## src/rtl/lcd_vscan_pkg.sv

```systemverilog
package lcd_vscan_pkg;

  typedef struct packed {
    logic wide;   // 16:9 letterbox operation
    logic down;   // top-to-bottom scan
  } scan_cfg_t;

  // half-open interval test [lo, hi)
  function automatic logic in_span(input int unsigned v,
                                   input int unsigned lo,
                                   input int unsigned hi);
    return (v >= lo) && (v < hi);
  endfunction

  // last slot of a repeating group of 'period' lines
  function automatic logic is_last_slot(input int unsigned ph,
                                        input int unsigned period);
    return (ph + 1) == period;
  endfunction

endpackage

```

## src/rtl/lcd_vscan_seq.sv

```systemverilog
module lcd_vscan_seq
  import lcd_vscan_pkg::*;
#(
  parameter int unsigned FRAME_LINES = 262,
  parameter int unsigned ACT_START   = 33,
  parameter int unsigned ELIM_PERIOD = 4,
  parameter int unsigned TICK_W      = 10,
  parameter int unsigned LINE_W      = 9,
  parameter int unsigned PH_W        = 2
) (
  input  logic              clk,
  input  logic              rst_n,
  input  logic              line_strobe_i,
  input  logic              mode169_i,
  input  logic              scan_down_i,
  output logic [TICK_W-1:0] tick_o,
  output logic [LINE_W-1:0] line_o,
  output logic [PH_W-1:0]   phase_o,
  output scan_cfg_t         cfg_o,
  output logic              frame_wrap_o
);

  localparam logic [TICK_W-1:0] TICK_MAX = '1;

  logic [TICK_W-1:0] tick_q;
  logic [LINE_W-1:0] line_q;
  logic [PH_W-1:0]   ph_q;
  scan_cfg_t         cfg_q;
  logic              last_line_w;
  logic              pre_active_w;

  assign last_line_w  = (32'(line_q) == FRAME_LINES - 1);
  assign pre_active_w = (32'(line_q) == ACT_START - 1);
  assign frame_wrap_o = line_strobe_i && last_line_w;

  always_ff @(posedge clk or negedge rst_n) begin
    if (!rst_n) begin
      tick_q <= TICK_MAX;
      line_q <= LINE_W'(FRAME_LINES - 1);
      ph_q   <= '0;
      cfg_q  <= '{wide: 1'b0, down: 1'b1};
    end else if (line_strobe_i) begin
      tick_q <= '0;
      line_q <= last_line_w ? '0 : line_q + LINE_W'(1);
      if (pre_active_w || is_last_slot(32'(ph_q), ELIM_PERIOD)) begin
        ph_q <= '0;
      end else begin
        ph_q <= ph_q + PH_W'(1);
      end
      if (last_line_w) begin
        cfg_q <= '{wide: mode169_i, down: scan_down_i};
      end
    end else if (tick_q != TICK_MAX) begin
      tick_q <= tick_q + TICK_W'(1);
    end
  end

  assign tick_o  = tick_q;
  assign line_o  = line_q;
  assign phase_o = ph_q;
  assign cfg_o   = cfg_q;

endmodule

```

## src/rtl/lcd_vscan_decode.sv

```systemverilog
module lcd_vscan_decode
  import lcd_vscan_pkg::*;
#(
  parameter int unsigned ACTIVE_LINES = 228,
  parameter int unsigned ACT_START    = 33,
  parameter int unsigned WIDE_LINES   = 30,
  parameter int unsigned ELIM_PERIOD  = 4,
  parameter int unsigned EN_RISE      = 6,
  parameter int unsigned EN_FALL      = 72,
  parameter int unsigned VCK_TICK     = 102,
  parameter int unsigned WL_LEAD      = 13,
  parameter int unsigned WL_WIDTH     = 36,
  parameter int unsigned TICK_W       = 10,
  parameter int unsigned LINE_W       = 9,
  parameter int unsigned PH_W         = 2
) (
  input  logic [TICK_W-1:0] tick_i,
  input  logic [LINE_W-1:0] line_i,
  input  logic [PH_W-1:0]   phase_i,
  input  logic              wide_i,
  output logic              clk_line_o,
  output logic              elim_o,
  output logic              en_o,
  output logic              vst_o,
  output logic              wide_line_o,
  output logic              wide_frame_o
);

  localparam int unsigned ACT_END  = ACT_START + ACTIVE_LINES;
  localparam int unsigned WL_RISE  = VCK_TICK - WL_LEAD;
  localparam int unsigned WL_FALL  = WL_RISE + WL_WIDTH;

  logic [31:0] t;
  logic [31:0] l;
  logic        act_w;

  assign t     = 32'(tick_i);
  assign l     = 32'(line_i);
  assign act_w = in_span(l, ACT_START, ACT_END);

  assign elim_o       = wide_i && act_w && is_last_slot(32'(phase_i), ELIM_PERIOD);
  assign clk_line_o   = act_w && !elim_o;
  assign en_o         = clk_line_o && in_span(t, EN_RISE, EN_FALL);
  assign vst_o        = ((l == ACT_START - 1) && (t >= VCK_TICK)) ||
                        ((l == ACT_START)     && (t <  VCK_TICK));
  assign wide_line_o  = wide_i && in_span(t, WL_RISE, WL_FALL);
  assign wide_frame_o = wide_i && (l < WIDE_LINES);

endmodule

```

## src/rtl/lcd_vscan_vclk.sv

```systemverilog
module lcd_vscan_vclk #(
  parameter int unsigned TICK_W   = 10,
  parameter int unsigned VCK_TICK = 102
) (
  input  logic              clk,
  input  logic              rst_n,
  input  logic [TICK_W-1:0] tick_i,
  input  logic              clk_line_i,
  output logic              step_o,
  output logic              vck_o
);

  logic vck_q;

  // fire one tick early so the new level is visible from tick VCK_TICK
  assign step_o = clk_line_i && (tick_i == TICK_W'(VCK_TICK - 1));

  always_ff @(posedge clk or negedge rst_n) begin
    if (!rst_n) begin
      vck_q <= 1'b0;
    end else if (step_o) begin
      vck_q <= !vck_q;
    end
  end

  assign vck_o = vck_q;

endmodule

```

## src/rtl/lcd_vscan_gen.sv

```systemverilog
module lcd_vscan_gen
  import lcd_vscan_pkg::*;
#(
  parameter int unsigned FRAME_LINES  = 262,
  parameter int unsigned ACTIVE_LINES = 228,
  parameter int unsigned ACT_START    = 33,
  parameter int unsigned WIDE_LINES   = 30,
  parameter int unsigned ELIM_PERIOD  = 4,
  parameter int unsigned EN_RISE      = 6,
  parameter int unsigned EN_FALL      = 72,
  parameter int unsigned VCK_TICK     = 102,
  parameter int unsigned WL_LEAD      = 13,
  parameter int unsigned WL_WIDTH     = 36,
  parameter int unsigned TICK_W       = 10
) (
  input  logic clk,
  input  logic rst_n,
  input  logic line_strobe_i,
  input  logic mode169_i,
  input  logic scan_down_i,
  output logic vst_o,
  output logic vck_o,
  output logic en_o,
  output logic wide_line_o,
  output logic wide_frame_o,
  output logic scan_down_o
);

  localparam int unsigned LINE_W = $clog2(FRAME_LINES);
  localparam int unsigned PH_W   = (ELIM_PERIOD > 1) ? $clog2(ELIM_PERIOD) : 1;

  // named internal events, visible to the bound checker
  logic [TICK_W-1:0] tick_w;
  logic [LINE_W-1:0] line_w;
  logic [PH_W-1:0]   phase_w;
  scan_cfg_t         cfg_w;
  logic              frame_wrap_w;
  logic              clk_line_w;
  logic              line_elim_w;
  logic              vck_step_w;

  lcd_vscan_seq #(
    .FRAME_LINES (FRAME_LINES),
    .ACT_START   (ACT_START),
    .ELIM_PERIOD (ELIM_PERIOD),
    .TICK_W      (TICK_W),
    .LINE_W      (LINE_W),
    .PH_W        (PH_W)
  ) seq_i (
    .clk           (clk),
    .rst_n         (rst_n),
    .line_strobe_i (line_strobe_i),
    .mode169_i     (mode169_i),
    .scan_down_i   (scan_down_i),
    .tick_o        (tick_w),
    .line_o        (line_w),
    .phase_o       (phase_w),
    .cfg_o         (cfg_w),
    .frame_wrap_o  (frame_wrap_w)
  );

  lcd_vscan_decode #(
    .ACTIVE_LINES (ACTIVE_LINES),
    .ACT_START    (ACT_START),
    .WIDE_LINES   (WIDE_LINES),
    .ELIM_PERIOD  (ELIM_PERIOD),
    .EN_RISE      (EN_RISE),
    .EN_FALL      (EN_FALL),
    .VCK_TICK     (VCK_TICK),
    .WL_LEAD      (WL_LEAD),
    .WL_WIDTH     (WL_WIDTH),
    .TICK_W       (TICK_W),
    .LINE_W       (LINE_W),
    .PH_W         (PH_W)
  ) dec_i (
    .tick_i       (tick_w),
    .line_i       (line_w),
    .phase_i      (phase_w),
    .wide_i       (cfg_w.wide),
    .clk_line_o   (clk_line_w),
    .elim_o       (line_elim_w),
    .en_o         (en_o),
    .vst_o        (vst_o),
    .wide_line_o  (wide_line_o),
    .wide_frame_o (wide_frame_o)
  );

  lcd_vscan_vclk #(
    .TICK_W   (TICK_W),
    .VCK_TICK (VCK_TICK)
  ) vclk_i (
    .clk        (clk),
    .rst_n      (rst_n),
    .tick_i     (tick_w),
    .clk_line_i (clk_line_w),
    .step_o     (vck_step_w),
    .vck_o      (vck_o)
  );

  assign scan_down_o = cfg_w.down;

endmodule

```

## config.mk

```make
export PLATFORM = sky130hd
export DESIGN_NAME = lcd_vscan_gen
export DESIGN_NICKNAME = d
export VERILOG_FILES = /design/src/rtl/lcd_vscan_pkg.sv /design/src/rtl/lcd_vscan_seq.sv /design/src/rtl/lcd_vscan_decode.sv /design/src/rtl/lcd_vscan_vclk.sv /design/src/rtl/lcd_vscan_gen.sv
export SDC_FILE = /design/constraint.sdc
export NUM_CORES = 1
export LEC_CHECK = 0
export ABC_AREA = 1
export BUFFER_PORTS_ARGS = -buffer_cell sky130_fd_sc_hd__buf_2
export CAP_MARGIN = 25
export CORE_MARGIN = 5
export CORE_UTILIZATION = 53
export DETAILED_ROUTE_END_ITERATION = 10
export MAX_ROUTING_LAYER = met4
export PLACE_DENSITY_LB_ADDON = 0.05
export SYNTH_ARGS = -nofsm -noshare
export SYNTH_HDL_FRONTEND = slang
export SYNTH_SLANG_ARGS = --single-unit
```

## constraint.sdc

```tcl
create_clock -name clk -period 1.5 [get_ports clk]
set_input_delay 0.3 -clock clk [delete_from_list [all_inputs] [get_ports clk]]
set_output_delay 0.3 -clock clk [all_outputs]
set_load 0.01 [all_outputs]
```

# After elaboration in Yosys (flattened, before gate mapping)
# Index checks and enable logic that the tools add are counted.
[totals]
output_inout_bits = 6
ff_bits = 24
in_bits = 5
[op_classes]
mux = 4
n_eq_ne = 6
magnitude_cmp = 9
add_sub_neg = 4
reduce_logical = 18
[op_table]
columns = ["cell", "count"]
rows = [
  ["$eq 32x3->1 const B", 1],
  ["$lt 10x7->1 const B", 3],
  ["$ge 10x7->1 const B", 2],
  ["$mux 10", 2],
  ["$eq 9x6->1 const B", 2],
  ["$logic_and 1x1->1", 12],
  ["$add 10x1->10 const B", 1],
  ["$eq 10x7->1 const B", 1],
  ["$ge 10x3->1 const B", 1],
  ["$ne 10x10->1 const B", 1],
  ["$add 9x1->9 const B", 1],
  ["$eq 9x9->1 const B", 1],
  ["$ge 9x6->1 const B", 1],
  ["$lt 9x5->1 const B", 1],
  ["$lt 9x9->1 const B", 1],
  ["$mux 9", 1],
  ["$add 2x1->3 const B", 1],
  ["$add 2x1->2 const B", 1],
  ["$logic_not 1->1", 2],
  ["$logic_or 1x1->1", 2],
  ["$mux 2", 1],
  ["$reduce_and 2->1", 1],
  ["$reduce_bool 2->1", 1],
]

# Logic depth before layout (Yosys ltp)
[logic_depth]
depth_word = 7
mapped_depth = 9
ltp_nobuf = 9

# Modules after synthesis
# A second synthesis with hierarchy kept.
[hier_totals]
cells_unflattened = 260
hier_area_um2 = 1803.0
[modules_own_cells]
columns = ["mod", "area_per_inst_um2", "seq_area_each_um2", "instances", "cells_each"]
rows = [
  ["lcd_vscan_seq", 1357.6, 593.1, 1, 170],
  ["lcd_vscan_decode", 319.1, 0.0, 1, 65],
  ["lcd_vscan_vclk", 126.4, 25.0, 1, 25],
]

# Least setup slack after synthesis
# Ideal clock, no wire load.
[synth_timing]
path_type = "register to output"
startpoint = "register seq_i.line_q[0], in the netlist seq_i.line_o[0]"
endpoint = "output port en_o"
path_buffers = 0
setup_slack_ns = -0.103
t_arrival_ns = 1.303
path_stages_with_launch = 8
path_cell_list = "dfstp_2 > ha_1 > inv_1 > nor2_1 > nand2_1 > nand3_1 > nand2_1 > nor3_1"
[synth_via]
elab_chain_cells = 7
elab_cells_between_ends = 8
[synth_rtl]
columns = ["item", "line_no", "text"]
rows = [
  ["start, declared", "lcd_vscan_seq.sv:26", "logic [LINE_W-1:0] line_q;"],
  ["start signal, assigned", "lcd_vscan_seq.sv:39", "line_q <= LINE_W'(FRAME_LINES - 1);"],
  ["start signal, assigned", "lcd_vscan_seq.sv:44", "line_q <= last_line_w ? '0 : line_q + LINE_W'(1);"],
  ["$ge 9x6->1 / $lt 9x9->1 (equally long branches)", "lcd_vscan_pkg.sv:12", "return (v >= lo) && (v < hi);"],
  ["$logic_and 1x1->1 (*)", "lcd_vscan_pkg.sv:12", ""],
  ["$logic_and 1x1->1 (2 in a row)", "lcd_vscan_decode.sv:41", "assign elim_o = wide_i && act_w && is_last_slot(32'(phase_i), ELIM_PERIOD);"],
  ["$logic_not 1->1", "lcd_vscan_decode.sv:42", "assign clk_line_o = act_w && !elim_o;"],
  ["$logic_and 1x1->1 (*)", "lcd_vscan_decode.sv:42", ""],
  ["$logic_and 1x1->1 (*)", "lcd_vscan_decode.sv:43", "assign en_o = clk_line_o && in_span(t, EN_RISE, EN_FALL);"],
  ["end, declared", "lcd_vscan_gen.sv:23", "output logic en_o,"],
]
# Every way passes the cells marked *; elsewhere a longest branch is shown, timed or not.

# Worst setup path after layout
[layout_timing]
startpoint = "register seq_i.line_q[7], in the netlist seq_i.line_o[7]"
endpoint = "output port en_o"
# The elaborated chain is that of the path after synthesis.

==> flow_summary.json <==
{
  "synth-seq-area-share": 0.4020,
  "worst_path_max_delay_cell": "dfrtp_1",
  "final_antenna_net_count": 0,
  "leakage_nw": 1.164,
  "fmaxAchievable_ghz": 0.4711,
  "die_y_um": 63.87,
  "max_slew_margin": 0.6353,
  "clkLatencyLatePin_ns": 0.33,
  "internal-power_mw": 1.874,
  "synth_fa_ha_area_frac": 0.06509,
  "antenna_found_initial": 0,
  "cp_max_fo": 4,
  "cap_violations": 0,
  "io_buffers": 10,
  "rr_startpoint": "seq_i.line_o[3]$_DFFE_PN0P_",
  "drt-total-wl_um": 5839,
  "synth_commonest_cells": "46 x nand2_1, 25 x nor2_1, 23 x inv_1",
  "cp_cell_sequence": "nor2_1, nand2_1, nor2_2, nand2_1, nand3_2, nand2_2, nor3_2, buf_2",
  "power_mw": 3.199,
  "ys.flop_type": "dfstp_2",
  "end_kind": "output port",
  "hold_viol": 0,
  "critical_path_class": "reg2out",
  "peakVddDrop_uv": 1623,
  "failed_checks": "setup timing",
  "powerDensity_nw_per_um2": 1325,
  "yosys-top-cells-area": "dfstp_2 24%, dfrtp_1 16%, nand2_1 11%",
  "hold_class": "in2reg",
  "yosysTopAreaCell": "dfstp_2",
  "p_sw_frac": 0.4142,
  "rows": 19,
  "worst_pin_slew_ns": 0.5471,
  "yosysMostFrequentCell": "nand2_1",
  "first_pass_iters": 7,
  "setup_slack_ns": -0.6226,
  "synthXorXnorAreaFrac": 0.03987,
  "status": "complete, but fails checks",
  "cts_buffers": 3,
  "synth_compound_area_frac": 0.08950,
  "synth.area.mux_share": 0,
  "yosysWarnings": 0,
  "core_region_area_um2": 2758,
  "drc": 0,
  "yosys.cell_types.count": 31,
  "synthToLayoutAreaGrowth_pct": 57.04,
  "async_flop_share": 1.000,
  "reg2reg_depth": 13,
  "nFillCells": 132,
  "worst_setup_path_start_kind": "register",
  "synth_seq_cells": 24,
  "grt_overflow": 0,
  "start_util": 0.5576,
  "clkPwrFrac": 0.114,
  "place_ws_ns": -0.1000,
  "synth_edf_count": 0,
  "syn-cell-area_um2": 1538,
  "vias_per_cell": 6.070,
  "h-tree-depth": 1,
  "track_usage": 0.2420,
  "cts_tree": "yes",
  "clkTransAtPathRegs_ns": 0.14,
  "cp.arrival_ns": 1.82,
  "r2r-end": "vclk_i.vck_o$_DFFE_PN0P_",
  "synth_top_area_frac": 0.2392,
  "yosys.area_share.simple": 0.3303,
  "root_buffer": "clkbuf_4",
  "die_x_um": 63.87,
  "critical_path.endpoint": "en_o",
  "grt_max_degree": 25,
  "cpPeakStageDelay_ns": 0.46,
  "switchingPower_mw": 1.325,
  "cp_data_required_time_ns": 1.20,
  "skew_ns": 0.005758,
  "placed_cells": 275,
  "fin_crit_ns": 2.123,
  "clkSinkCount": 24,
  "syn_nets": 211,
  "pwr-share-seq": 0.313,
  "synth_top_family_by_area": "simple AND/OR/NAND/NOR gates",
  "ff2ff_setup_slack_ns": -0.37,
  "drt_iter0_markers": 228,
  "power.share.combinational": 0.573,
  "io_pins": 11,
  "hpwlAfterDp_um": 2760,
  "gp_congestion": 0.9064,
  "synth_cells": 198,
  "cts_max_path_buffers": 2,
  "num_antenna_cells": 0,
  "final_util": 0.8757,
  "via_count": 1827,
  "tns_ns": -3.190,
  "drt-wirelength-per-cell_um": 19.40,
  "postSynthAreaPerCell_um2": 7.766,
  "grt_pass1_vias": 1603,
  "rsz0062_at_grt": "yes",
  "fin_crit_sh": 1.415,
  "die_area_um2": 4079,
  "instances_no_fill": 301,
  "setup_viol": 20,
  "crit_top_cell": "nand2_1",
  "drv_slew": 0,
  "fin_nets": 284,
  "crit_start": "seq_i.line_o[7]$_DFFE_PN0P_",
  "grt_pass1_wl_um": 7603,
  "drive_above_1_share": 0.5778
}
[power groups by stage]
stage / Sequential [mW] / Clock (mW) / Combinational, mW
2_1_floorplan: 0.950 / 0 / 0.558
4_1_cts: 0.955 / 0.362 / 1.34
5_1_grt: 1.02 / 0.409 / 1.95
3_5_place_dp: 0.952 / 0 / 1.11
6_report: 1.00 / 0.365 / 1.83
3_3_place_gp: 0.944 / 0 / 1.09
[worst min-delay path by stage]
stage	startpoint	end	slack, ns	cells after the start
final	scan_down_i	seq_i.cfg_o[0]$_DFFE_PN1P_	0.14	3
after global routing	scan_down_i	seq_i.cfg_o[0]$_DFFE_PN1P_	0.15	3
after CTS	scan_down_i	seq_i.cfg_o[0]$_DFFE_PN1P_	0.14	3
after detailed placement	rst_n	seq_i.line_o[6]$_DFFE_PN0P_	0.31	1
after global placement	rst_n	seq_i.line_o[4]$_DFFE_PN0P_	0.31	1
after floorplan	rst_n	seq_i.cfg_o[1]$_DFFE_PN0P_	0.004	0
[routing by layer]
layer  share of wire  vias to the layer above  global-route usage  wire length [um]
met2            0.46                      127              0.3631              2682
met4           0.057                        0              0.1247               330
met1            0.39                      854              0.3146              2304
met5               0                        -                   -                 0
li1                -                      801                   -                 -
met3           0.089                       45             0.03678               522
[what timing repair did]
| item | in CTS | in global routing |
|---|---|---|
| pin swaps | 18 | 28 |
| cloned | 1 | 0 |
| endpoints found under the setup margin | 18 | 24 |
| setup buffers | 8 | 14 |
| hold buffers | 1 | 0 |
| gates resized for setup | 31 | 53 |
| hold endpoints to repair | 10 | 0 |
[worst max-delay path: cells and delay by family (launching register included)]
kind / cells / cell delay, ns
buffers and inverters: 1 / 0.16
AND/OR/NAND/NOR: 7 / 0.87
flip-flops: 1 / 0.46
[layout make-up]
class                   count  area [um^2]  area share
repair buffers             70        533.0      0.2207
multi-input cells         146         1087      0.4503
well taps                  31        38.79     0.01606
clock buffers               4        36.28     0.01503
inverters                  26        101.3     0.04197
flip-flops and latches     24        618.1      0.2560
[flip-flops by register name, indices dropped and copies added (netlist names)]
register,count
seq_i.line_o,9
seq_i.cfg_o,2
seq_i.phase_o,2
seq_i.tick_o,10
vclk_i.vck_o,1
[layout by cell type, fill, tap and decap left out, types with 2 or more instances in the layout]
master	count
buf_4	51
nand2_1	38
dfstp_2	14
inv_1	13
nor2_1	12
inv_2	11
nor2_2	10
buf_2	10
dfrtp_1	10
nand2_2	9
nand3_1	9
buf_6	8
nor3_2	6
xor2_1	6
ha_4	6
o21ai_1	5
a21oi_2	5
nor2_4	5
nand4_1	5
nand3_2	4
o21ai_0	3
clkbuf_4	3
o211ai_1	2
nor3_1	2
nand3_4	2
a21oi_1	2
nand4_4	2
[per-stage QoR]
stage	hold WS [ns]	cell area, um^2
finish	0.1424	2415
global route	0.1472	2415
CTS	0.1414	2126
detailed placement	0.3098	1911
global placement	0.3074	1911
floorplan	0.004409	1543
[cell families (layout without fill, tap and decap cells)]
logic type	count (synthesis)	in the layout
flops	24	24
simple gates	106	107
fa+ha+maj	8	8
buf+inv	29	100
compound gates	24	24
xor+xnor	7	7
Note: power is estimated with default switching activity, not from simulation.
